<file path="config.mk">
export PLATFORM = sky130hd
export DESIGN_NAME = imgconv_sched
export DESIGN_NICKNAME = d
export VERILOG_FILES = /design/src/rtl/imgconv_sched_pkg.sv /design/src/rtl/imgconv_sec_pick.sv /design/src/rtl/imgconv_rr_pick.sv /design/src/rtl/imgconv_burst_cnt.sv /design/src/rtl/imgconv_sched.sv
export SDC_FILE = /design/constraint.sdc
export NUM_CORES = 1
export LEC_CHECK = 0
export BUFFER_PORTS_ARGS = -buffer_cell sky130_fd_sc_hd__buf_2
export CORE_ASPECT_RATIO = 1.25
export CORE_UTILIZATION = 48
export DETAILED_ROUTE_END_ITERATION = 8
export PLACE_DENSITY = 0.75
export SYNTH_ARGS = -nofsm -noshare
export SYNTH_HDL_FRONTEND = slang
export SYNTH_SLANG_ARGS = --single-unit
</file>
<file path="constraint.sdc">
create_clock -name clk -period 2.5 [get_ports clk]
set_input_delay 0.125 -clock clk [delete_from_list [all_inputs] [get_ports clk]]
set_output_delay 0.125 -clock clk [all_outputs]
set_load 0.01 [all_outputs]
</file>
<file path="src/rtl/imgconv_sched_pkg.sv">
package imgconv_sched_pkg;
    typedef enum logic [1:0] {
        ST_IDLE     = 2'd0,
        ST_DOWNSIZE = 2'd1,
        ST_MAIN     = 2'd2,
        ST_ROTATE   = 2'd3
    } sched_state_e;

    localparam int SEC_NUM   = 3;
    localparam int SEC_DS    = 0;
    localparam int SEC_MAIN  = 1;
    localparam int SEC_ROT   = 2;
endpackage

</file>
<file path="src/rtl/imgconv_sec_pick.sv">
// Picks the earliest section a task asks for.
module imgconv_sec_pick (
    input  logic [2:0] sec_req,
    output logic       any,
    output logic [1:0] sec_idx
);
    always_comb begin
        any = |sec_req;
        if (sec_req[0])      sec_idx = 2'd0;
        else if (sec_req[1]) sec_idx = 2'd1;
        else                 sec_idx = 2'd2;
    end
endmodule

</file>
<file path="src/rtl/imgconv_rr_pick.sv">
// Round-robin search starting at a pointer.
module imgconv_rr_pick #(
    parameter int NTASK = 3,
    localparam int IDXW = (NTASK > 1) ? $clog2(NTASK) : 1
) (
    input  logic [NTASK-1:0] task_req,
    input  logic [IDXW-1:0]  start,
    output logic             found,
    output logic [IDXW-1:0]  winner
);
    always_comb begin
        found  = 1'b0;
        winner = '0;
        for (int k = 0; k < NTASK; k++) begin
            int idx;
            idx = int'(start) + k;
            if (idx >= NTASK) idx = idx - NTASK;
            if (!found && task_req[idx]) begin
                found  = 1'b1;
                winner = IDXW'(idx);
            end
        end
    end
endmodule

</file>
<file path="src/rtl/imgconv_burst_cnt.sv">
// Counts pixels inside a downsizing burst.
module imgconv_burst_cnt #(
    parameter int BURST_PIX = 8,
    localparam int CW = (BURST_PIX > 1) ? $clog2(BURST_PIX) : 1
) (
    input  logic clk,
    input  logic rst_n,
    input  logic clear,
    input  logic inc,
    output logic last
);
    logic [CW-1:0] cnt_q;

    always_ff @(posedge clk or negedge rst_n) begin
        if (!rst_n)      cnt_q <= '0;
        else if (clear)  cnt_q <= '0;
        else if (inc)    cnt_q <= cnt_q + 1'b1;
    end

    assign last = (cnt_q == CW'(BURST_PIX - 1));
endmodule

</file>
<file path="src/rtl/imgconv_sched.sv">
module imgconv_sched #(
    parameter int NTASK     = 3,
    parameter int BURST_PIX = 8,
    localparam int IDXW     = (NTASK > 1) ? $clog2(NTASK) : 1,
    localparam int REQW     = NTASK * imgconv_sched_pkg::SEC_NUM
) (
    input  logic             clk,
    input  logic             rst_n,
    input  logic [REQW-1:0]  req,
    input  logic             pix_done,
    input  logic             line_done,
    input  logic             frame_done,
    output logic [NTASK-1:0] grant_task,
    output logic [2:0]       grant_sec
);
    import imgconv_sched_pkg::*;

    sched_state_e    state_q, state_d;
    logic [IDXW-1:0] owner_q, owner_d;
    logic [IDXW-1:0] ptr_q, ptr_d;

    logic [NTASK-1:0] task_any;
    logic [1:0]       task_sec [NTASK];

    // per-task section choice
    for (genvar t = 0; t < NTASK; t++) begin : g_task
        imgconv_sec_pick u_sec (
            .sec_req (req[t*SEC_NUM +: SEC_NUM]),
            .any     (task_any[t]),
            .sec_idx (task_sec[t])
        );
    end

    logic [IDXW-1:0] owner_next;
    assign owner_next = (owner_q == IDXW'(NTASK - 1)) ? '0 : owner_q + 1'b1;

    logic [IDXW-1:0] search_start;
    logic            rr_found;
    logic [IDXW-1:0] rr_win;
    assign search_start = (state_q == ST_IDLE) ? ptr_q : owner_next;

    imgconv_rr_pick #(.NTASK(NTASK)) u_rr (
        .task_req (task_any),
        .start    (search_start),
        .found    (rr_found),
        .winner   (rr_win)
    );

    logic burst_last;
    logic release_now;
    logic arbitrate;

    imgconv_burst_cnt #(.BURST_PIX(BURST_PIX)) u_burst (
        .clk   (clk),
        .rst_n (rst_n),
        .clear (arbitrate),
        .inc   (state_q == ST_DOWNSIZE && pix_done),
        .last  (burst_last)
    );

    // section-specific release points
    always_comb begin
        unique case (state_q)
            ST_IDLE:     release_now = 1'b0;
            ST_DOWNSIZE: release_now = pix_done && burst_last;
            ST_MAIN:     release_now = line_done;
            ST_ROTATE:   release_now = frame_done;
            default:     release_now = 1'b0;
        endcase
        arbitrate = (state_q == ST_IDLE) || release_now;
    end

    // Next-state logic
    always_comb begin
        state_d = state_q;
        owner_d = owner_q;
        ptr_d   = ptr_q;
        if (release_now) ptr_d = owner_next;
        if (arbitrate) begin
            if (rr_found) begin
                owner_d = rr_win;
                unique case (task_sec[rr_win])
                    2'd0:    state_d = ST_DOWNSIZE;
                    2'd1:    state_d = ST_MAIN;
                    default: state_d = ST_ROTATE;
                endcase
            end else begin
                state_d = ST_IDLE;
            end
        end
    end

    // State register
    always_ff @(posedge clk or negedge rst_n) begin
        if (!rst_n) begin
            state_q <= ST_IDLE;
            owner_q <= '0;
            ptr_q   <= '0;
        end else begin
            state_q <= state_d;
            owner_q <= owner_d;
            ptr_q   <= ptr_d;
        end
    end

    // Outputs
    always_comb begin
        grant_task = '0;
        grant_sec  = '0;
        unique case (state_q)
            ST_IDLE: ;
            ST_DOWNSIZE: begin
                grant_task[owner_q] = 1'b1;
                grant_sec[SEC_DS]   = 1'b1;
            end
            ST_MAIN: begin
                grant_task[owner_q] = 1'b1;
                grant_sec[SEC_MAIN] = 1'b1;
            end
            ST_ROTATE: begin
                grant_task[owner_q] = 1'b1;
                grant_sec[SEC_ROT]  = 1'b1;
            end
            default: ;
        endcase
    end
endmodule

</file>
[After elaboration in Yosys (flattened, before gate mapping)]
Cells that the tools add are included.
Operators by class
  add/subtract/negate cells: 7
  order comparisons: 9
  equality and inequality tests: 6
  multiplexer cells: 40
  bitwise logic cells: 1
  reduce and logical (&&, ||, !) cells: 16
Operators by type and width (count)
  < comparator 32 x 4 -> 1 bit, second input constant: 3
  2-to-1 mux 32 bit: 3
  >= comparator 32 x 3 -> 1 bit, second input constant: 2
  subtractor 32 x 3 -> 32 bit, second input constant: 2
  2-to-1 mux 2 bit: 14
  2-to-1 mux 1 bit: 13
  OR reduction 3 bit: 4
  2-to-1 mux 3 bit: 3
  binary-select mux 1 bit (select 2 bit): 3
  equality test 2 bit, second input constant: 3
  logical AND 1 bit: 5
  binary-select mux 2 bit (select 2 bit): 1
  equality test 2 x 1 -> 1 bit, second input constant: 2
  zero test 2 bit: 2
  one-hot mux 1 bit (4 select lines): 1
  one-hot mux 2 bit (2 select lines): 1
  adder 2 x 1 -> 3 bit, second input constant: 1
  adder 2 x 2 -> 3 bit, second input constant: 1
  adder 3 x 1 -> 3 bit, second input constant: 1
  equality test 3 bit, second input constant: 1
  >= comparator 3 bit, second input constant: 1
  < comparator 2 x 3 -> 1 bit, second input constant: 1
  inverter 2 -> 3 bit: 1
  subtractor 2 x 2 -> 3 bit, second input constant: 1
  other kinds (8): 9
Storage, ports and cells
  register bits: 9
  bits of input ports: 14
  output and inout bits: 6
  word-level logic and storage cells: 83

[Longest topological paths before layout]
  word-level depth: 22
  depth in mapped cells: 12
  gate-level depth less buffers: 11

[By module]
Synthesis repeated with hierarchy kept, for this count alone.
Second synthesis, totals
  cell total of the unflattened synthesis: 92
  area, all modules: 835.8 µm²
Modules (own cells, without submodules)
  imgconv_sched: times used 1, cells each 40, area an instance 395.4 µm², seq. area each 150.1 µm²
  imgconv_rr_pick: times used 1, cells each 32, area an instance 251.5 µm², seq. area each 0.0 µm²
  imgconv_burst_cnt: times used 1, cells each 11, area an instance 140.1 µm², seq. area each 75.1 µm²
  imgconv_sec_pick: times used 3, cells each 3, area an instance 16.3 µm², seq. area each 0.0 µm²

[Least setup slack after synthesis]
Ideal clock, no wire load.
  kind: reg-to-reg
  start point: register state_q[0]
  end point: register state_q[1]
  library setup time: 0.131 ns
  arrival: 2.572 ns
  required time: 2.369 ns
  path slack: -0.203 ns
  cell stages (with the launch flop): 13
  buffers on the path: 1
  clock period less this slack: 2.703 ns
  path through: dfrtp_1 buf_6 nor2_8 and2b_1 a21o_1 ha_1 nor4_1 a21oi_1 mux2i_4 and4_1 a211oi_2 nor4b_1 a21oi_1
On the way
  cells in the longest elaborated chain, start to end: 21
  elaborated cells on any way between the ends: 45
  those cells by class: add/sub (5); order compare (3); eq/ne (4); mux (25); bitwise (1); reduce/logical (7)
Ends and longest elaborated chain
  from (decl): line imgconv_sched.sv:18  | sched_state_e state_q, state_d;
  from (signal assigned): line imgconv_sched.sv:100  | state_q <= state_d;
  branches (longest 21 deep; another with subtractor 32 x 3 -> 32 bit)
Parallel ways; which one is timed is not known. The select of a mux whose other input is x is not followed.
A chain may end at the register's enable or synchronous reset.

[Worst setup path after layout]
  start point: register owner_q[1]
  end point: register state_q[1]
On the way
  cells in the longest elaborated chain, start to end: 22
  elaborated cells on any way between the ends: 42
  those cells by class: add/sub (6); order compare (3); eq/ne (2); mux (25); bitwise (1); reduce/logical (5)
Ends and longest elaborated chain
  from (decl): line imgconv_sched.sv:19  | logic [IDXW-1:0] owner_q, owner_d;
  from (signal assigned): line imgconv_sched.sv:101  | owner_q <= owner_d;
  adder 2 x 1 -> 2 bit / equality test 2 bit (equally long branches): line imgconv_sched.sv:35  | assign owner_next = (owner_q == IDXW'(NTASK - 1)) ? '0 : owner_q + 1'b1;
  2-to-1 mux 2 bit *: line imgconv_sched.sv:35
  2-to-1 mux 2 bit *: line imgconv_sched.sv:40  | assign search_start = (state_q == ST_IDLE) ? ptr_q : owner_next;
  branches (longest 18 deep; another with subtractor 32 x 3 -> 32 bit)
  2-to-1 mux 2 bit *: line imgconv_sched.sv:80  | if (rr_found) begin
Every way passes the cells marked *. The select of a mux whose other input is x is not followed.

==> out/qor.csv <==
stage,metric,value,unit
drt,average wire per cell in the routed design,17.2,um
clock_tree,CTS buffer count,3,
clock_tree,source-to-sink clock delay at the later pin of the worst-skew pair,0.26,ns
timing,number of hold-slack violations in the final timing report,0,
final_layout,number of nets in the final layout,169,
synthesis,average footprint of a synthesized cell,8.56,um2
flow_run,number of maximum-capacitance constraint violations,0,
setup_path,WP data required,2.69,ns
grt,vias in the first global route,1004,
setup_path,Worst Setup Start Kind,flip-flop,
synthesis,Syn. warnings,0,
timing,achievable clock frequency,0.373,GHz
outcome,status,finished with violations,
setup_path,worst-path maximum fanout,5,
setup_path,critical path arrival,2.87,ns
drt,count of unresolved DRC violations after routing,0,
synthesis,number of distinct library cells after synthesis,44,
drt,first drt pass iteration count,4,
timing,Least-Margin Pin Slew,0.650,ns
clock_tree,clk buf depth,2,
placed_design,Buffers on Ports,19,
timing,final hold slack,0.172,ns
drt,total detailed-routing wirelength,2900,um
synthesis,post-synthesis register bit count,9,
grt,maximum number of pins on one net before global-route repair,10,
drt,iteration-0 DRC count of the detailed router,32,
grt,final global-route overflow total,0,
setup_path,Worst Setup End Kind,flip-flop,
grt,Total GRT Usage,0.314,
synthesis,part of the Yosys area used for sequential elements,0.246,
grt,global-route wire length before repair,4380,um
placed_design,estimated wirelength of the detail-placed design,2060,um
drt,count of vias placed by the detailed router,1081,
floorplanning,x dimension of the die,41.1,um
synthesis,cell count after synthesis,107,
outcome,failing checks,setup timing,
worst_hold_path,worst min-delay path class,primary input to flip-flop,
final_layout,share of post-route cells with drive strength above 1,0.427,
clock_tree,CTS tree,yes,
synthesis,Post-Syn Area,916,um2
clock_tree,root buffer selected by CTS,sky130_fd_sc_hd__clkbuf_4,
floorplanning,starting density of the core,0.513,
timing,final critical path time including I/O delays and setup,2.68,ns
drt,count of nets left with antenna violations after detail routing,0,
floorplanning,number of core rows,17,
timing,Worst Clk Skew,0.00188,ns
timing,post-layout worst setup margin,-0.184,ns
final_layout,antenna diode count,0,
timing,final setup fails,4,
drt,Via-to-Cell Ratio,6.40,
clock_tree,H-tree depth reported by CTS,1,
synthesis,most used flip-flop cell after synthesis,sky130_fd_sc_hd__dfrtp_1,
synthesis,Synth Net Count,125,
clock_tree,"Reg clk slew, reported paths",0.06,ns
clock_tree,Sink Count,9,
timing,portion of the clock cycle consumed by the worst path in the final layout,1.07,
synthesis,number of enable-type register cells in the synthesized netlist,0,
final_layout,layout overhead on the synthesized area,42.2,%
floorplanning,total I/O pin count,20,
placed_design,weighted congestion reported at the end of routability-driven placement,0.905,
timing,RSZ-0062 raised after global routing,true,
floorplanning,Die Ht,50.8,um
final_layout,Final Util,0.729,
floorplanning,floorplan die area,2090,um2
setup_path,Setup CP Type,flip-flop to flip-flop,
timing,final max-slew violation count,0,
grt,number of antenna violations at the first check in global routing,0,
synthesis,fraction of registers with async set or reset after synthesis,1.00,
placed_design,post-placement setup slack,-0.119,ns
floorplanning,total core area,1790,um2
timing,Relative slew margins,0.563,
-- cells in the final DEF, fill, tap and decap left out, types with 2 or more instances in the layout --
| cell | Yosys | final |
|---|---|---|
| sky130_fd_sc_hd__nand2_1 | 5 | 5 |
| sky130_fd_sc_hd__nor3_1 | 3 | 2 |
| sky130_fd_sc_hd__a22oi_1 | 2 | 2 |
| sky130_fd_sc_hd__buf_2 | 0 | 19 |
| sky130_fd_sc_hd__or3_1 | 2 | 2 |
| sky130_fd_sc_hd__clkbuf_4 | 0 | 3 |
| sky130_fd_sc_hd__nor2_2 | 0 | 2 |
| sky130_fd_sc_hd__dfrtp_1 | 9 | 8 |
| sky130_fd_sc_hd__nor2b_1 | 2 | 2 |
| sky130_fd_sc_hd__buf_4 | 1 | 20 |
| sky130_fd_sc_hd__a211oi_2 | 2 | 2 |
| sky130_fd_sc_hd__a211oi_1 | 2 | 2 |
| sky130_fd_sc_hd__o21ai_0 | 4 | 4 |
| sky130_fd_sc_hd__ha_1 | 4 | 2 |
| sky130_fd_sc_hd__inv_1 | 8 | 8 |
| sky130_fd_sc_hd__nor3b_1 | 2 | 2 |
| sky130_fd_sc_hd__a21oi_1 | 7 | 6 |
| sky130_fd_sc_hd__and2b_1 | 5 | 4 |
| sky130_fd_sc_hd__a21o_1 | 4 | 4 |
| sky130_fd_sc_hd__mux2i_4 | 2 | 3 |
| sky130_fd_sc_hd__o21a_1 | 2 | 2 |
| sky130_fd_sc_hd__nor2_1 | 11 | 9 |
| sky130_fd_sc_hd__and2_1 | 3 | 3 |
| sky130_fd_sc_hd__nand2b_1 | 2 | 2 |
-- kinds of logic (layout without fill, tap and decap cells) --
logic type / count (synthesis) / count (layout) / synth area share
adders and majority gates: 4 / 4 / 0.0546
buffers and inverters: 10 / 52 / 0.0533
DFF: 9 / 9 / 0.246
AOI/OAI and AO/OA: 33 / 33 / 0.264
muxes: 4 / 5 / 0.0779
and+or+nand+nor: 47 / 47 / 0.305
-- synth_stat cells (2+ instances only) --
cell type	number	share of area
sky130_fd_sc_hd__a211oi_2	2	0.027
sky130_fd_sc_hd__nand3_1	2	0.011
sky130_fd_sc_hd__ha_1	4	0.055
sky130_fd_sc_hd__o21a_1	2	0.016
sky130_fd_sc_hd__and2_1	3	0.020
sky130_fd_sc_hd__nor3_1	3	0.016
sky130_fd_sc_hd__nor2_1	11	0.045
sky130_fd_sc_hd__or3_1	2	0.014
sky130_fd_sc_hd__a21o_1	4	0.033
sky130_fd_sc_hd__dfrtp_1	9	0.25
sky130_fd_sc_hd__nor4_1	2	0.014
sky130_fd_sc_hd__mux2i_4	2	0.049
sky130_fd_sc_hd__nor3b_1	2	0.016
sky130_fd_sc_hd__a21oi_1	7	0.038
sky130_fd_sc_hd__nand2_1	5	0.020
sky130_fd_sc_hd__inv_1	8	0.033
sky130_fd_sc_hd__and2b_1	5	0.041
sky130_fd_sc_hd__a22oi_1	2	0.016
sky130_fd_sc_hd__nand2b_1	2	0.014
sky130_fd_sc_hd__a211oi_1	2	0.016
sky130_fd_sc_hd__nor2b_1	2	0.014
sky130_fd_sc_hd__o21ai_0	4	0.022
-- worst max-delay path, stage by stage, from the launching register on --
cell and delay, ns:
sky130_fd_sc_hd__dfrtp_1 0.41, sky130_fd_sc_hd__or2_1 0.26, sky130_fd_sc_hd__nor2_1 0.20, sky130_fd_sc_hd__a21oi_1 0.11
sky130_fd_sc_hd__ha_4 0.29, sky130_fd_sc_hd__a211oi_1 0.37, sky130_fd_sc_hd__nor2_2 0.12, sky130_fd_sc_hd__buf_4 0.16
sky130_fd_sc_hd__a41oi_2 0.25, sky130_fd_sc_hd__nand3_2 0.15, sky130_fd_sc_hd__a21o_1 0.19, sky130_fd_sc_hd__a21oi_1 0.11
-- final cells by class --
class / instances / area, um2
inverters: 8 / 30.0
multi-input cells: 89 / 741
clock buffers: 4 / 26.3
well taps: 19 / 23.8
flip-flops and latches: 9 / 226
repair buffers: 40 / 255
fillers: 141 / 484
-- final timing paths --
kind | slack (ns) | start | depth (start not counted) | endpoint
hold / removal | 0.17 | req[3] | 3 | state_q[1]
setup / recovery | -0.18 | owner_q[1] | 11 | state_q[1]
min in group asynchronous | 0.24 | rst_n | 2 | u_burst.cnt_q[0]
hold reg to reg | 0.56 | ptr_q[1] | 1 | ptr_q[1]
setup reg to reg | -0.18 | owner_q[1] | 11 | state_q[1]
max in group asynchronous | 2.05 | rst_n | 2 | state_q[0]
-- stage by stage --
stage / area [um2] / std cells / TNS [ns]
after detailed placement: 1180 / 161 / -0.315
after floorplan: 945 / 107 / -0.0796
after global routing: 1300 / 169 / -0.938
final: 1300 / 169 / -0.654
after global placement: 1180 / 161 / -0.110
after CTS: 1270 / 167 / -0.148
-- layer usage --
metal  wire length (um)  part of all wire  global-route usage
met1                976              0.34               0.313
met2               1600              0.55               0.513
met3                169             0.058              0.0696
met4                152             0.052               0.250
met5                  0                 0                   0
-- repair_timing --
action | CTS | global route
endpoints found under the hold margin | 9 | 0
buffers inserted | 0 | 2
pin swaps | 4 | 3
cloned | 1 | 0
hold buffers | 1 | 0
setup endpoints to repair | 4 | 4
gates resized for setup | 8 | 3
-- sequential cells by signal (all words and copies together) (netlist names) --
| signal | flops |
|---|---|
| ptr_q | 2 |
| state_q | 2 |
| u_burst.cnt_q | 3 |
| owner_q | 2 |
Power is left out: the tool's default activity adds up to more than one toggle a clock period on the data nets, which glitch-free logic cannot reach.
